--- src/rtl/de_gen_pkg.sv ---
package de_gen_pkg;

    // Default field widths of the settings
    localparam int HDLY_W = 8;
    localparam int VDLY_W = 6;
    localparam int RES_W  = 12;
    localparam int OFS_W  = 3;
    // Counter width: room for largest delay plus largest window, with headroom
    localparam int CNT_W  = RES_W + 2;

    typedef enum logic {
        FIELD_FIRST  = 1'b0,
        FIELD_SECOND = 1'b1
    } field_t;

    // One-cycle leading-edge events from the two sync inputs
    typedef struct packed {
        logic hs;
        logic vs;
    } sync_ev_t;

endpackage

--- src/rtl/de_sync_edge.sv ---
module de_sync_edge (
    input  logic clk,
    input  logic rst,
    input  logic sig_in,
    input  logic active_high,
    output logic pulse
);
    logic norm;
    logic prev_q;

    assign norm = active_high ? sig_in : ~sig_in;

    // Reset to "already active" so a sync held active through reset makes no edge
    always_ff @(posedge clk) begin
        if (rst) prev_q <= 1'b1;
        else     prev_q <= norm;
    end

    assign pulse = norm & ~prev_q;

endmodule

--- src/rtl/de_h_timing.sv ---
module de_h_timing #(
    parameter int HDLY_W = de_gen_pkg::HDLY_W,
    parameter int RES_W  = de_gen_pkg::RES_W,
    parameter int CNT_W  = RES_W + 2
) (
    input  logic              clk,
    input  logic              rst,
    input  logic              hs_pulse,
    input  logic [HDLY_W-1:0] h_delay,
    input  logic [RES_W-1:0]  h_width,
    output logic [CNT_W-1:0]  hcnt,
    output logic              h_act
);
    localparam logic [CNT_W-1:0] CNT_MAX = '1;
    localparam logic [CNT_W-1:0] FULL    = CNT_W'(1) << RES_W;

    logic [CNT_W-1:0] beg_c;
    logic [CNT_W-1:0] wlen;
    logic [CNT_W-1:0] end_c;

    always_comb begin
        beg_c = CNT_W'(h_delay);
        wlen  = (h_width == '0) ? FULL : CNT_W'(h_width);
        end_c = beg_c + wlen;
    end

    // Pixel position since the last horizontal sync edge; parks at the top value
    always_ff @(posedge clk) begin
        if (rst)                  hcnt <= CNT_MAX;
        else if (hs_pulse)        hcnt <= '0;
        else if (hcnt != CNT_MAX) hcnt <= hcnt + CNT_W'(1);
    end

    assign h_act = (hcnt >= beg_c) && (hcnt < end_c);

    AST_H_LEAD: assert property (@(posedge clk) disable iff (rst)
        hs_pulse |=> (h_act == (h_delay == '0)));

endmodule

--- src/rtl/de_v_timing.sv ---
module de_v_timing #(
    parameter int VDLY_W = de_gen_pkg::VDLY_W,
    parameter int RES_W  = de_gen_pkg::RES_W,
    parameter int OFS_W  = de_gen_pkg::OFS_W,
    parameter int CNT_W  = RES_W + 2
) (
    input  logic               clk,
    input  logic               rst,
    input  logic               hs_pulse,
    input  logic               vs_pulse,
    input  de_gen_pkg::field_t field,
    input  logic [VDLY_W-1:0]  v_delay,
    input  logic [OFS_W-1:0]   field_ofs,
    input  logic [RES_W-1:0]   v_height,
    output logic               v_act
);
    import de_gen_pkg::*;

    localparam logic [CNT_W-1:0] CNT_MAX = '1;
    localparam logic [CNT_W-1:0] FULL    = CNT_W'(1) << RES_W;

    logic [CNT_W-1:0] vcnt;
    logic [CNT_W-1:0] vstart;
    logic [CNT_W-1:0] hlen;
    logic [CNT_W-1:0] vstop;

    always_comb begin
        vstart = CNT_W'(v_delay) + ((field == FIELD_SECOND) ? CNT_W'(field_ofs) : '0);
        hlen   = (v_height == '0) ? FULL : CNT_W'(v_height);
        vstop  = vstart + hlen;
    end

    // Number of horizontal sync edges seen since the vertical sync edge
    always_ff @(posedge clk) begin
        if (rst)                              vcnt <= CNT_MAX;
        else if (vs_pulse)                    vcnt <= hs_pulse ? CNT_W'(1) : '0;
        else if (hs_pulse && vcnt != CNT_MAX) vcnt <= vcnt + CNT_W'(1);
    end

    assign v_act = (vcnt > vstart) && (vcnt <= vstop);

    AST_V_HOLDOFF: assert property (@(posedge clk) disable iff (rst)
        vs_pulse && !hs_pulse |=> !v_act);

endmodule

--- src/rtl/de_field_detect.sv ---
module de_field_detect #(
    parameter int CNT_W = de_gen_pkg::CNT_W
) (
    input  logic               clk,
    input  logic               rst,
    input  logic               hs_pulse,
    input  logic               vs_pulse,
    input  logic [CNT_W-1:0]   hcnt,
    input  logic               src_ext,
    input  logic               field_in,
    output de_gen_pkg::field_t field_q
);
    import de_gen_pkg::*;

    localparam int            XW      = CNT_W + 3;
    localparam logic [CNT_W-1:0] CNT_MAX = '1;

    logic [CNT_W-1:0] len_q;
    logic             len_ok;
    logic [XW-1:0]    pos4;
    logic [XW-1:0]    len1;
    logic [XW-1:0]    len3;
    logic             mid_line;

    always_comb begin
        pos4     = (XW'(hcnt) + XW'(1)) << 2;
        len1     = XW'(len_q);
        len3     = len1 + (len1 << 1);
        mid_line = len_ok && !hs_pulse && (hcnt != CNT_MAX)
                   && (pos4 >= len1) && (pos4 < len3);
    end

    always_ff @(posedge clk) begin
        if (rst) begin
            len_q   <= '0;
            len_ok  <= 1'b0;
            field_q <= FIELD_FIRST;
        end else begin
            if (hs_pulse && hcnt != CNT_MAX) begin
                len_q  <= hcnt + CNT_W'(1);
                len_ok <= 1'b1;
            end
            if (vs_pulse) begin
                if (src_ext) field_q <= field_in ? FIELD_SECOND : FIELD_FIRST;
                else         field_q <= mid_line ? FIELD_SECOND : FIELD_FIRST;
            end
        end
    end

    AST_FIELD_EXT: assert property (@(posedge clk) disable iff (rst)
        vs_pulse && src_ext |=> ((field_q == FIELD_SECOND) == $past(field_in)));

    AST_COINCIDE: assert property (@(posedge clk) disable iff (rst)
        vs_pulse && hs_pulse && !src_ext |=> (field_q == FIELD_FIRST));

endmodule

--- src/rtl/de_gen_top.sv ---
module de_gen_top
    import de_gen_pkg::*;
#(
    parameter int HDLY_W_P = de_gen_pkg::HDLY_W,
    parameter int VDLY_W_P = de_gen_pkg::VDLY_W,
    parameter int RES_W_P  = de_gen_pkg::RES_W,
    parameter int OFS_W_P  = de_gen_pkg::OFS_W
) (
    input  logic                clk,
    input  logic                rst,
    input  logic                hsync_in,
    input  logic                vsync_in,
    input  logic                hs_pol,
    input  logic                vs_pol,
    input  logic [HDLY_W_P-1:0] h_delay,
    input  logic [VDLY_W_P-1:0] v_delay,
    input  logic [RES_W_P-1:0]  h_width,
    input  logic [RES_W_P-1:0]  v_height,
    input  logic [OFS_W_P-1:0]  field_ofs,
    input  logic                field_src_ext,
    input  logic                field_in,
    input  logic                de_sel,
    input  logic                ext_de_in,
    output logic                de_out,
    output logic                field_second
);
    localparam int CNT_W_L = RES_W_P + 2;
    localparam int NSYNC   = 2;

    logic [NSYNC-1:0] pins;
    logic [NSYNC-1:0] pols;
    logic [NSYNC-1:0] pulses;
    sync_ev_t         ev;

    assign pins = {vsync_in, hsync_in};
    assign pols = {vs_pol, hs_pol};

    for (genvar i = 0; i < NSYNC; i++) begin : g_sync
        de_sync_edge u_edge (
            .clk         (clk),
            .rst         (rst),
            .sig_in      (pins[i]),
            .active_high (pols[i]),
            .pulse       (pulses[i])
        );
    end

    assign ev.hs = pulses[0];
    assign ev.vs = pulses[1];

    logic [CNT_W_L-1:0] hcnt;
    logic               h_act;
    logic               v_act;
    field_t             field;
    logic               gen_de;

    de_h_timing #(.HDLY_W(HDLY_W_P), .RES_W(RES_W_P), .CNT_W(CNT_W_L)) u_h (
        .clk      (clk),
        .rst      (rst),
        .hs_pulse (ev.hs),
        .h_delay  (h_delay),
        .h_width  (h_width),
        .hcnt     (hcnt),
        .h_act    (h_act)
    );

    de_field_detect #(.CNT_W(CNT_W_L)) u_fld (
        .clk      (clk),
        .rst      (rst),
        .hs_pulse (ev.hs),
        .vs_pulse (ev.vs),
        .hcnt     (hcnt),
        .src_ext  (field_src_ext),
        .field_in (field_in),
        .field_q  (field)
    );

    de_v_timing #(.VDLY_W(VDLY_W_P), .RES_W(RES_W_P), .OFS_W(OFS_W_P), .CNT_W(CNT_W_L)) u_v (
        .clk       (clk),
        .rst       (rst),
        .hs_pulse  (ev.hs),
        .vs_pulse  (ev.vs),
        .field     (field),
        .v_delay   (v_delay),
        .field_ofs (field_ofs),
        .v_height  (v_height),
        .v_act     (v_act)
    );

    assign gen_de       = h_act & v_act;
    assign de_out       = de_sel ? ext_de_in : gen_de;
    assign field_second = (field == FIELD_SECOND);

    AST_DE_GATED: assert property (@(posedge clk) disable iff (rst)
        !de_sel && !v_act |-> !de_out);

    AST_FIELD_HOLD: assert property (@(posedge clk) disable iff (rst)
        !ev.vs |=> $stable(field_second));

endmodule

--- config.mk ---
export PLATFORM = sky130hd
export DESIGN_NAME = de_gen_top
export DESIGN_NICKNAME = d
export VERILOG_FILES = /design/src/rtl/de_gen_pkg.sv /design/src/rtl/de_sync_edge.sv /design/src/rtl/de_h_timing.sv /design/src/rtl/de_v_timing.sv /design/src/rtl/de_field_detect.sv /design/src/rtl/de_gen_top.sv
export SDC_FILE = /design/constraint.sdc
export NUM_CORES = 1
export LEC_CHECK = 0
export BUFFER_PORTS_ARGS = -buffer_cell sky130_fd_sc_hd__buf_2
export CAP_MARGIN = 20
export CORE_ASPECT_RATIO = 0.7
export CORE_MARGIN = 5
export CORE_UTILIZATION = 50
export CTS_CLUSTER_SIZE = 10
export DETAILED_ROUTE_END_ITERATION = 7
export PLACE_DENSITY = 0.71
export SYNTH_ARGS = -nofsm -noshare
export SYNTH_HDL_FRONTEND = slang
export SYNTH_SLANG_ARGS = --single-unit
--- constraint.sdc ---
create_clock -name clk -period 12.95 [get_ports clk]
set_clock_uncertainty 0.1 [all_clocks]
set_input_delay 1.9425 -clock clk [delete_from_list [all_inputs] [get_ports clk]]
set_output_delay 1.9425 -clock clk [all_outputs]
set_load 0.05 [all_outputs]
# Yosys cells after proc, flatten, opt, wreduce, memory -nomap -nowiden
# Index checks and enable logic that the tools add are counted.
[totals] register_bits=46 input_bits=51 out_inout_bits=2 elab_cells=56
[classes] n_addsub=7 order_cmp=6 eq_ne=2 n_mux=14 n_bitwise=7 n_reduce_logical=13
[op_table] op="14-bit two-way mux" count=4
[op_table] op="14-bit by 1-bit adder with 14-bit output (second input constant)" count=2
[op_table] op="14-bit != test (second input constant)" count=2
[op_table] op="13-bit two-way mux" count=2
[op_table] op="12-bit zero test" count=2
[op_table] op="17-bit by 14-bit greater-or-equal comparator with 1-bit output" count=1
[op_table] op="17-bit < comparator" count=1
[op_table] op="14-bit by 15-bit adder with 16-bit output" count=1
[op_table] op="14-bit by 1-bit adder with 15-bit output (second input constant)" count=1
[op_table] op="14-bit adder" count=1
[op_table] op="6-bit by 14-bit adder with 14-bit output" count=1
[op_table] op="8-bit by 14-bit adder with 14-bit output" count=1
[op_table] op="14-bit by 8-bit greater-or-equal comparator with 1-bit output" count=1
[op_table] op="14-bit > comparator" count=1
[op_table] op="14-bit <= comparator" count=1
[op_table] op="14-bit < comparator" count=1
[op_table] op="1-bit logical AND" count=8
[op_table] op="1-bit two-way mux" count=7
[op_table] op="1-bit inverter" count=4
[op_table] op="2-bit nonzero test" count=2
[op_table] op="1-bit AND" count=3
[op_table] op="3-bit two-way mux" count=1
[op_table] op="1-bit zero test" count=1

# Longest topological paths before layout
# Gate-level depths: netlist (run 1).
[logic_depth] word_depth=10 ltp_mapped=21 mapped_depth_nobuf=21

# Cells and area by module
# A second synthesis (run 1) with hierarchy kept.
[hier_totals] cells_unflattened=721 area_unflattened_um2=5686.7
[modules_own_cells] mod="de_field_detect" n_inst=1 cells_each=261 area_per_inst_um2=2084.5 seq_area_each_um2=320.3
[modules_own_cells] mod="de_v_timing" n_inst=1 cells_each=238 area_per_inst_um2=1895.6 seq_area_each_um2=280.3
[modules_own_cells] mod="de_h_timing" n_inst=1 cells_each=211 area_per_inst_um2=1616.6 seq_area_each_um2=280.3
[modules_own_cells] mod="de_sync_edge" n_inst=2 cells_each=4 area_per_inst_um2=38.8 seq_area_each_um2=20.0
[modules_own_cells] mod="de_gen_top" n_inst=1 cells_each=3 area_per_inst_um2=12.5 seq_area_each_um2=0.0

# Least setup slack after synthesis (run 1)
# No wires, ideal clock.
[synth_path] path_kind="input -> output" from="input field_ofs[1]" to="output de_out" arrival_time_ns=6.382 required_time_ns=10.907 setup_slack_ns=4.525 path_stages=20 path_buffers=0 cell_sequence="and2_1 -> ha_1 -> a211oi_1 -> nor2_1 -> xnor2_1 -> inv_1 -> ha_1 -> a21o_2 -> a41o_1 -> maj3_2 -> o211a_1 -> o21ai_1 -> xor2_1 -> ha_1 -> nand2_1 -> o21ai_0 -> a2111oi_0 -> a221oi_1 -> a2111oi_0 -> a22o_1"
[synth_between] elab_chain_cells=7 word_cells_on_any_way=8 cone_classes="2 x add/sub; 2 x order compare; 2 x mux; 1 x bitwise; 1 x reduce/logical"
[synth_rtl] element="from (decl)" line_no="de_gen_top.sv:19" text="input logic [OFS_W_P-1:0] field_ofs,"
[synth_rtl] element="3-bit two-way mux *" line_no="de_v_timing.sv:28" text="vstart = CNT_W'(v_delay) + ((field == FIELD_SECOND) ? CNT_W'(field_ofs) : '0);"
[synth_rtl] element="6-bit by 14-bit adder with 14-bit output *" line_no="de_v_timing.sv:28"
[synth_rtl] element="14-bit adder" line_no="de_v_timing.sv:30" text="vstop = vstart + hlen;"
[synth_rtl] element="14-bit <= comparator" line_no="de_v_timing.sv:40" text="assign v_act = (vcnt > vstart) && (vcnt <= vstop);"
[synth_rtl] element="1-bit logical AND *" line_no="de_v_timing.sv:40"
[synth_rtl] element="1-bit AND *" line_no="de_gen_top.sv:90" text="assign gen_de = h_act & v_act;"
[synth_rtl] element="1-bit two-way mux *" line_no="de_gen_top.sv:91" text="assign de_out = de_sel ? ext_de_in : gen_de;"
[synth_rtl] element="to (decl)" line_no="de_gen_top.sv:24" text="output logic de_out,"
# Every way passes the cells marked *; elsewhere a longest branch is shown, timed or not.

# Worst setup path after layout (run 1)
# Same ends and word-level chain as after synthesis.

==> results of run 1 <==
## path summary, 6_finish.rpt
| kind | startpoint | end | slack (ns) |
|---|---|---|---|
| hold reg to reg | u_fld.len_ok$_SDFFE_PP0P_ | u_fld.len_ok$_SDFFE_PP0P_ | 0.39 |
| setup / recovery | field_ofs[1] | de_out | 3.85 |
| hold / removal | u_fld.len_ok$_SDFFE_PP0P_ | u_fld.len_ok$_SDFFE_PP0P_ | 0.39 |
| setup reg to reg | u_fld.len_q[1]$_SDFFE_PP0P_ | u_fld.field_q$_SDFFE_PP0P_ | 8.83 |
## area by class of cell
class                           instances  area (um2)  area share
Clock buffer                            7         133      0.0232
Clock inverter                          1        30.0     0.00525
Inverter                               57         214      0.0374
Multi-Input combinational cell        537        3990       0.698
Sequential cell                        46         921       0.161
Tap cell                              132         165      0.0289
Timing Repair Buffer                   53         268      0.0468
## sequential cells by signal (all words and copies together), names as in the netlist
name	flops
u_h.hcnt	14
g_sync.u_edge.prev_q	2
u_fld.len_q	14
u_fld.field_q	1
u_fld.len_ok	1
u_v.vcnt	14
## layout by cell type (no fill, tap or decap), types with 5 or more instances in the layout
cell and count:
nand2b_1 7, nand2_1 41, and2_1 7, clkbuf_16 5, nand3_1 25, a2111oi_0 7
nor2_1 44, nor4_1 7, inv_1 57, and3_1 12, a21oi_1 46, buf_2 52
xnor2_1 33, dfxtp_1 46, nor3_1 15, nor2b_1 9, nand4_1 11, ha_1 99
o21ai_1 5, xor2_1 29, o21ai_0 44, a211oi_1 17, o21bai_1 6, a21o_1 13
## Yosys cell counts (5+ instances only)
cell and n:
a2111oi_0 7, a211oi_1 17, a21o_1 13, a21oi_1 46, and2_1 7, and3_1 12
clkbuf_1 26, dfxtp_1 46, ha_1 99, inv_1 57, nand2_1 41, nand2b_1 7
nand3_1 25, nand4_1 11, nor2_1 44, nor2b_1 9, nor3_1 15, nor4_1 7
o21ai_0 44, o21ai_1 5, o21bai_1 6, xnor2_1 33, xor2_1 29
## cells by family after synthesis
family / count (synthesis) / synth area share
AO/OA/AOI/OAI: 170 / 0.207
XOR/XNOR: 62 / 0.103
adder cells (fa/ha/maj): 106 / 0.257
buffers and inverters: 86 / 0.0646
flip-flops: 46 / 0.175
multiplexers: 2 / 0.00382
other: 1 / 0.000715
AND/OR/NAND/NOR: 195 / 0.188
## per-stage QoR
stage / power (uW) / setup WS, ns
floorplan: 612 / 4.53
global placement: 719 / 4.02
detailed placement: 748 / 3.90
CTS: 897 / 3.86
global route: 997 / 3.20
finish: 902 / 3.85
## routing by layer
| layer | wire length (um) | up-vias | part of all wire |
|---|---|---|---|
| met3 | 722 | 20 | 0.056 |
| met1 | 6820 | 2221 | 0.53 |
| met5 | 0 | - | 0 |
| li1 | - | 2456 | - |
| met4 | 153 | 0 | 0.012 |
| met2 | 5130 | 133 | 0.40 |
## power breakdown
group | internal, uW | switching (uW)
Combinational | 228 | 304
Clock | 91.3 | 54.4
Sequential | 173 | 51.4
## worst max-delay path, stage by stage
cell,delay [ns]
buf_2,0.09
and2_1,0.17
ha_1,0.30
a211oi_1,0.44
nor2_1,0.12
xnor2_1,0.22
inv_1,0.11
ha_1,0.34
a21o_2,0.20
a41o_1,0.23
maj3_2,0.33
o211a_1,0.27
o21ai_1,0.16
xor2_1,0.17
ha_1,0.25
nand2_1,0.09
o21ai_0,0.09
a2111oi_0,0.43
a221oi_1,0.14
a2111oi_0,0.50
a22o_1,0.20
buf_2,0.26
==> impl_metrics.toml, run 1 <==
[clocking]
cts_tree = "done"
cts_setup_buffers = 0
cts-resized-gates = 0
cts_buffers = 5
cts.clk_slew.worst_paths_ns = 0.07
cts-root-buf = "clkbuf_16"
cts_buffer_depth = 2
ctsHtreeMaxLevel = 2
ctsHoldBuffers = 0
clock-sinks = 46
insertion_delay_ns = 0.29

[sta]
setup_viol = 0
report.final.slew_viol_count = 0
tightest_slew_ns = 0.905
fin_crit_ns = 9.10
relSlewSlack = 0.394
min_period_over_period = 0.703
hold_violations = 0
fmax_mhz = 110
holdWs_ns = 0.393
rsz0062_at_grt = "false"
tns_ns = 0

[route]
drtPass1Iterations = 4
routed_via_density = 5.80
routedWlPerCell_um = 15.4
routed_wl_um = 12800
drc = 0
drtAntennaViolNets = 0
vias = 4830
drt_iter0_drc = 278

[finish]
drive_gt1_frac = 0.101
final_cell_count_no_fill = 833
synthToLayoutAreaGrowth_pct = 9.04
fill_cells = 928
diodes = 0
final_util = 0.555
fin_area_um2 = 5720
nNetsFinal = 854

[yosys]
synth_top_area_share = 0.236
synthArstFlopShare = 0
synth_edf_count = 0
yosys-top-cells-area = "ha_1 (24%), dfxtp_1 (18%), xnor2_1 (5.5%)"
yosysWarningCount = 0
synth-seq-cells = 46
syn-instance-count = 668
ys_seq_area_frac = 0.175
yosys.area.top_type = "ha_1"
ys_types = 60
synth_area_um2 = 5250
avgSynthCellArea_um2 = 7.86
synthFlopType = "dfxtp_1"

[critical_path]
crit_type = "in -> out"
r2r_cells = 15
crit_path_end_kind = "output pin"
cp_data_required_time_ns = 10.91
path_max_fanout = 3
arrival_ns = 7.06
start_kind = "primary input"

[pwr]
ir_drop_mv = 0.0784
p_leak_uw = 0.00261
p_per_area_nw_per_um2 = 158

[die]
ioPinCount = 53
dieArea_um2 = 12700
dieHeight_um = 95.7
die_w_um = 132
start_util = 0.509
rows = 31
core-area_um2 = 10300

[global_route]
grt_use_met2 = 0.310
top_usage_layer = "met1"
grt_pass1_wl_um = 21600
use_met1 = 0.312
grt_pass1_vias = 4573
gr-total-overflow = 0
grt_usage = 0.205
grt_max_degree = 31
grt_use_met3 = 0.0214
antenna_found_initial = 0

[placed_design]
port_buffers = 52
place_area_um2 = 5550
hpwl_um = 10600
gp_congestion = 0.912
place_inst = 824

[run_status]
status = "finished clean"

[flow_run]
drv_cap = 0

[worst_hold_path]
min_path_cells = 2
hp-class = "reg -> reg"
No activity file was read; power rests on OpenSTA's default activity.
==> inputs of run 2 (changes only) <==
Clock period 12.95 ns to 9.5 ns, I/O delays scaled along.
==> impl_metrics.toml, run 2 (synthesis gave the netlist of run 1 again) <==
[worst_hold_path]
min_path_cells = 2
hp-class = "reg -> reg"
hold_start = "u_fld.len_ok$_SDFFE_PP0P_"
min_to = "u_fld.len_ok$_SDFFE_PP0P_"

[finish]
fill_cells = 936
diodes = 0
final_util = 0.555
nNetsFinal = 854
synthToLayoutAreaGrowth_pct = 9.16
reg_top3 = "u_fld.len_q: 14 flops, u_h.hcnt: 14 flops, u_v.vcnt: 14 flops"
final_common_cell = "ha_1"
layout_common_cells = "ha_1 (99), inv_1 (57), buf_2 (52), a21oi_1 (46), dfxtp_1 (46)"
drive_gt1_frac = 0.103

[critical_path]
r2r-start = "u_fld.len_q[1]$_SDFFE_PP0P_"
crit_type = "in -> out"
path_max_fanout = 3
r2r_cells = 15
arrival_ns = 6.56
cp_data_required_time_ns = 7.98
r2r-end = "u_fld.field_q$_SDFFE_PP0P_"
rrSetupSlack_ns = 5.33
start_kind = "primary input"
crit_path_end_kind = "output pin"

[flow_run]
drv_cap = 0

[die]
rows = 31
die_w_um = 132
dieHeight_um = 95.7
ioPinCount = 53
start_util = 0.509
core-area_um2 = 10300
dieArea_um2 = 12700

[sta]
hold_violations = 0
tns_ns = 0
report.final.slew_viol_count = 0
setup_viol = 0
rsz0062_at_grt = "false"
fin_crit_ns = 8.09
holdWs_ns = 0.402
fmax_mhz = 124
relSlewSlack = 0.399
min_period_over_period = 0.851
tightest_slew_ns = 0.901

[clocking]
cts.clk_slew.worst_paths_ns = 0.06
ctsHtreeMaxLevel = 2
cts_tree = "done"
ctsHoldBuffers = 0
cts_buffers = 5
clock-sinks = 46
cts_setup_buffers = 0
cts-root-buf = "clkbuf_16"
insertion_delay_ns = 0.29
cts-resized-gates = 0
cts_buffer_depth = 2

[route]
drt_iter0_drc = 373
drc = 0
highest_layer = "met4"
routed-wl-met3_um = 747
routedWlPerCell_um = 15.4
wirelength_met1_um = 6940
drtPass1Iterations = 5
wl_met2_um = 5050
routed_via_density = 5.78
routed_wl_um = 12900
vias = 4808
drtAntennaViolNets = 0

[global_route]
grt_pass1_wl_um = 21400
antenna_found_initial = 0
gr-total-overflow = 0
grt_usage = 0.204
grt_pass1_vias = 4454
grt_max_degree = 31

[pwr]
ir_drop_mv = 0.101
total_power_uw = 1230
p_per_area_nw_per_um2 = 215
p_leak_uw = 0.00261

[placed_design]
hpwl_um = 10600
gp_congestion = 0.911
port_buffers = 52

[run_status]
status = "finished clean"
-- run 2: cell count changes in the layout (fill, tap and decap cells not counted), sizes merged --
cell    delta
clkbuf     -1
-- run 2: critical path: stages --
cell,delay [ns]
buf_2,0.09
and2_1,0.17
ha_1,0.30
a211oi_1,0.44
nor2_1,0.12
xnor2_1,0.23
inv_1,0.11
ha_1,0.34
a21o_2,0.20
a41o_1,0.23
maj3_2,0.34
o211a_1,0.27
o21ai_1,0.16
xor2_1,0.17
ha_1,0.24
nand2_1,0.11
o21ai_0,0.10
a2111oi_0,0.42
a221oi_1,0.14
a2111oi_0,0.51
a22o_1,0.19
buf_2,0.26
-- run 2: final cells by class --
type / instances / area [um2] / area share
clock buffer: 6 / 139 / 0.0242
clock inverter: 1 / 30.0 / 0.00524
inverter: 57 / 214 / 0.0374
multi-input combinational: 537 / 3990 / 0.697
sequential: 46 / 921 / 0.161
tap: 132 / 165 / 0.0288
timing repair buffer: 53 / 268 / 0.0467
-- run 2: worst max path at each step --
stage,start,slack [ns],to
finish,field_ofs[1],1.41,de_out
global placement,field_ofs[1],1.61,de_out
floorplan,field_ofs[1],2.11,de_out
detailed placement,field_ofs[1],1.46,de_out
global route,field_ofs[1],0.95,de_out
CTS,field_ofs[1],1.43,de_out
-- run 2: stage by stage --
| step | cell area, um2 | std cells | setup slack [ns] |
|---|---|---|---|
| 5_1_grt | 5730 | 832 | 0.953 |
| 4_1_cts | 5720 | 831 | 1.43 |
| 2_1_floorplan | 5250 | 669 | 2.11 |
| 3_5_place_dp | 5550 | 824 | 1.46 |
| 3_3_place_gp | 5550 | 824 | 1.61 |
| 6_report | 5730 | 832 | 1.41 |
-- run 2: where the power goes --
group	switching (uW)	leakage [uW]	internal, uW
sequential	71.2	0.000380	236
clock	71.6	0.0000829	130
combinational	412	0.00215	310
-- run 2: per-layer routing --
layer,vias up,global-route usage
met1,2203,0.314
met2,141,0.301
met3,10,0.0313
li1,2454,-
met5,-,0
met4,0,0.0389
==> inputs of run 3 (changes only) <==
Settings changed: ABC_AREA set to 1, SLEW_MARGIN set to 10.
==> impl_metrics.toml, run 3 <==
[die]
rows = 32
die_w_um = 136
start_util = 0.510
ioPinCount = 53
dieArea_um2 = 13400
core-area_um2 = 11000
dieHeight_um = 98.5

[placed_design]
gp_congestion = 0.910
hpwl_um = 11100
port_buffers = 52

[global_route]
grt_usage = 0.199
grt_pass1_vias = 4646
grt_pass1_wl_um = 22100
antenna_found_initial = 1
gr-total-overflow = 0
grt_max_degree = 35

[route]
drtPass1Iterations = 5
routed_wl_um = 13400
drtAntennaViolNets = 0
routedWlPerCell_um = 13.1
vias = 5346
drc = 0
drt_iter0_drc = 369
routed_via_density = 5.22

[finish]
synthToLayoutAreaGrowth_pct = 9.17
drive_gt1_frac = 0.0929
reg_top3 = "u_fld.len_q: 14 flops, u_h.hcnt: 14 flops, u_v.vcnt: 14 flops"
final_util = 0.556
layout_common_cells = "nand2_1 (181), inv_1 (121), ha_1 (99), a21oi_1 (66), nand3_1 (64)"
nNetsFinal = 1025
final_common_cell = "nand2_1"
diodes = 0

[clocking]
ctsHoldBuffers = 0
cts_tree = "done"
cts-resized-gates = 0
cts_buffer_depth = 2
clock-sinks = 46
cts-root-buf = "clkbuf_16"
ctsHtreeMaxLevel = 2
cts_buffers = 5
cts.clk_slew.worst_paths_ns = 0.06
cts_setup_buffers = 0
insertion_delay_ns = 0.29

[critical_path]
crit_type = "in -> out"
worst_path_most_repeated_cell = "nand2_1"
crit_path_end_kind = "output pin"
slowest_stage = "fa_1"
cp_data_required_time_ns = 7.98
cp_slowest_stage_delay_ns = 0.43
path_max_fanout = 5
start_kind = "primary input"
arrival_ns = 5.35
rrSetupSlack_ns = 6.36

[yosys]
synthArstFlopShare = 0
synth-seq-cells = 46
synthFlopType = "dfxtp_1"
syn-instance-count = 833
yosys.area.top_type = "ha_1"
yosysWarningCount = 0
yosysMostFrequentCell = "nand2_1"
synth_edf_count = 0
synth_area_um2 = 5590
yosys-top-cells-area = "ha_1 (22%), dfxtp_1 (16%), nand2_1 (12%)"
avgSynthCellArea_um2 = 6.71
ys_types = 46
synth_top_area_share = 0.222
yosys-top-cells-count = "nand2_1 (181), inv_1 (121), ha_1 (99), a21oi_1 (66), nand3_1 (64)"
ys_seq_area_frac = 0.165

[pwr]
p_leak_uw = 0.00321
ir_drop_mv = 0.101
p_per_area_nw_per_um2 = 219

[run_status]
status = "finished clean"

[sta]
tightest_slew_ns = 0.699
report.final.slew_viol_count = 0
tns_ns = 0
relSlewSlack = 0.530
setup_viol = 0
hold_violations = 0
fmax_mhz = 146
min_period_over_period = 0.723
rsz0062_at_grt = "false"
fin_crit_ns = 6.87

[worst_hold_path]
hp-class = "reg -> reg"

[flow_run]
drv_cap = 0
==> run 3: path summary, 6_finish.rpt <==
kind	from	end	cells after the start
setup reg to reg	u_fld.len_q[2]$_SDFFE_PP0P_	u_fld.field_q$_SDFFE_PP0P_	20
hold / removal	u_fld.len_ok$_SDFFE_PP0P_	u_fld.len_ok$_SDFFE_PP0P_	2
setup / recovery	field_ofs[0]	de_out	30
hold reg to reg	u_fld.len_ok$_SDFFE_PP0P_	u_fld.len_ok$_SDFFE_PP0P_	2
==> run 3: metrics by stage <==
step | instances | worst slack [ns] | hold slack (ns) | area [um2] | power [uW]
2_1_floorplan | 834 | 3.11 | 0.330 | 5600 | 934
3_3_place_gp | 1017 | 2.74 | 0.351 | 5940 | 1110
3_5_place_dp | 1017 | 2.69 | 0.351 | 5940 | 1130
4_1_cts | 1025 | 2.66 | 0.360 | 6100 | 1330
5_1_grt | 1025 | 2.19 | 0.413 | 6100 | 1480
6_report | 1025 | 2.63 | 0.358 | 6100 | 1330
==> run 3: kinds of logic after synthesis <==
family	synth area share
AOI/OAI and AO/OA	0.147
and+or+nand+nor	0.280
adders and majority gates	0.236
buffers and inverters	0.103
xor gates and xnor gates	0.0689
DFF	0.165
other	0.000671
==> run 3: cell type report <==
| type | count | area, um2 |
|---|---|---|
| tap | 153 | 191 |
| multi-input combinational | 641 | 4100 |
| inverter | 124 | 465 |
| fill | 1126 | 4870 |
| timing repair buffer | 53 | 268 |
| sequential | 46 | 921 |
| clock buffer | 7 | 133 |
| clock inverter | 1 | 30.0 |
==> run 3: report_power, final <==
group	internal [uW]	leakage [uW]	switching (uW)	total [uW]
logic	321	0.00275	510	831
registers	238	0.000380	67.2	305
clock network	124	0.0000781	73.8	198
total	684	0.00321	651	1330
==> run 3: critical path: cells and delay by family <==
family,cells,cell delay [ns]
buffers and inverters,4,0.42
XOR/XNOR,1,0.21
AO/OA/AOI/OAI,4,0.67
AND/OR/NAND/NOR,17,1.38
adder cells (fa/ha/maj),4,1.27
==> run 3: per-layer routing <==
layer,share of wire,vias up,global-route usage
met5,0.00097,-,0
met4,0.0041,2,0.0194
met3,0.066,9,0.0352
met2,0.36,144,0.258
met1,0.57,2319,0.341
li1,-,2872,-
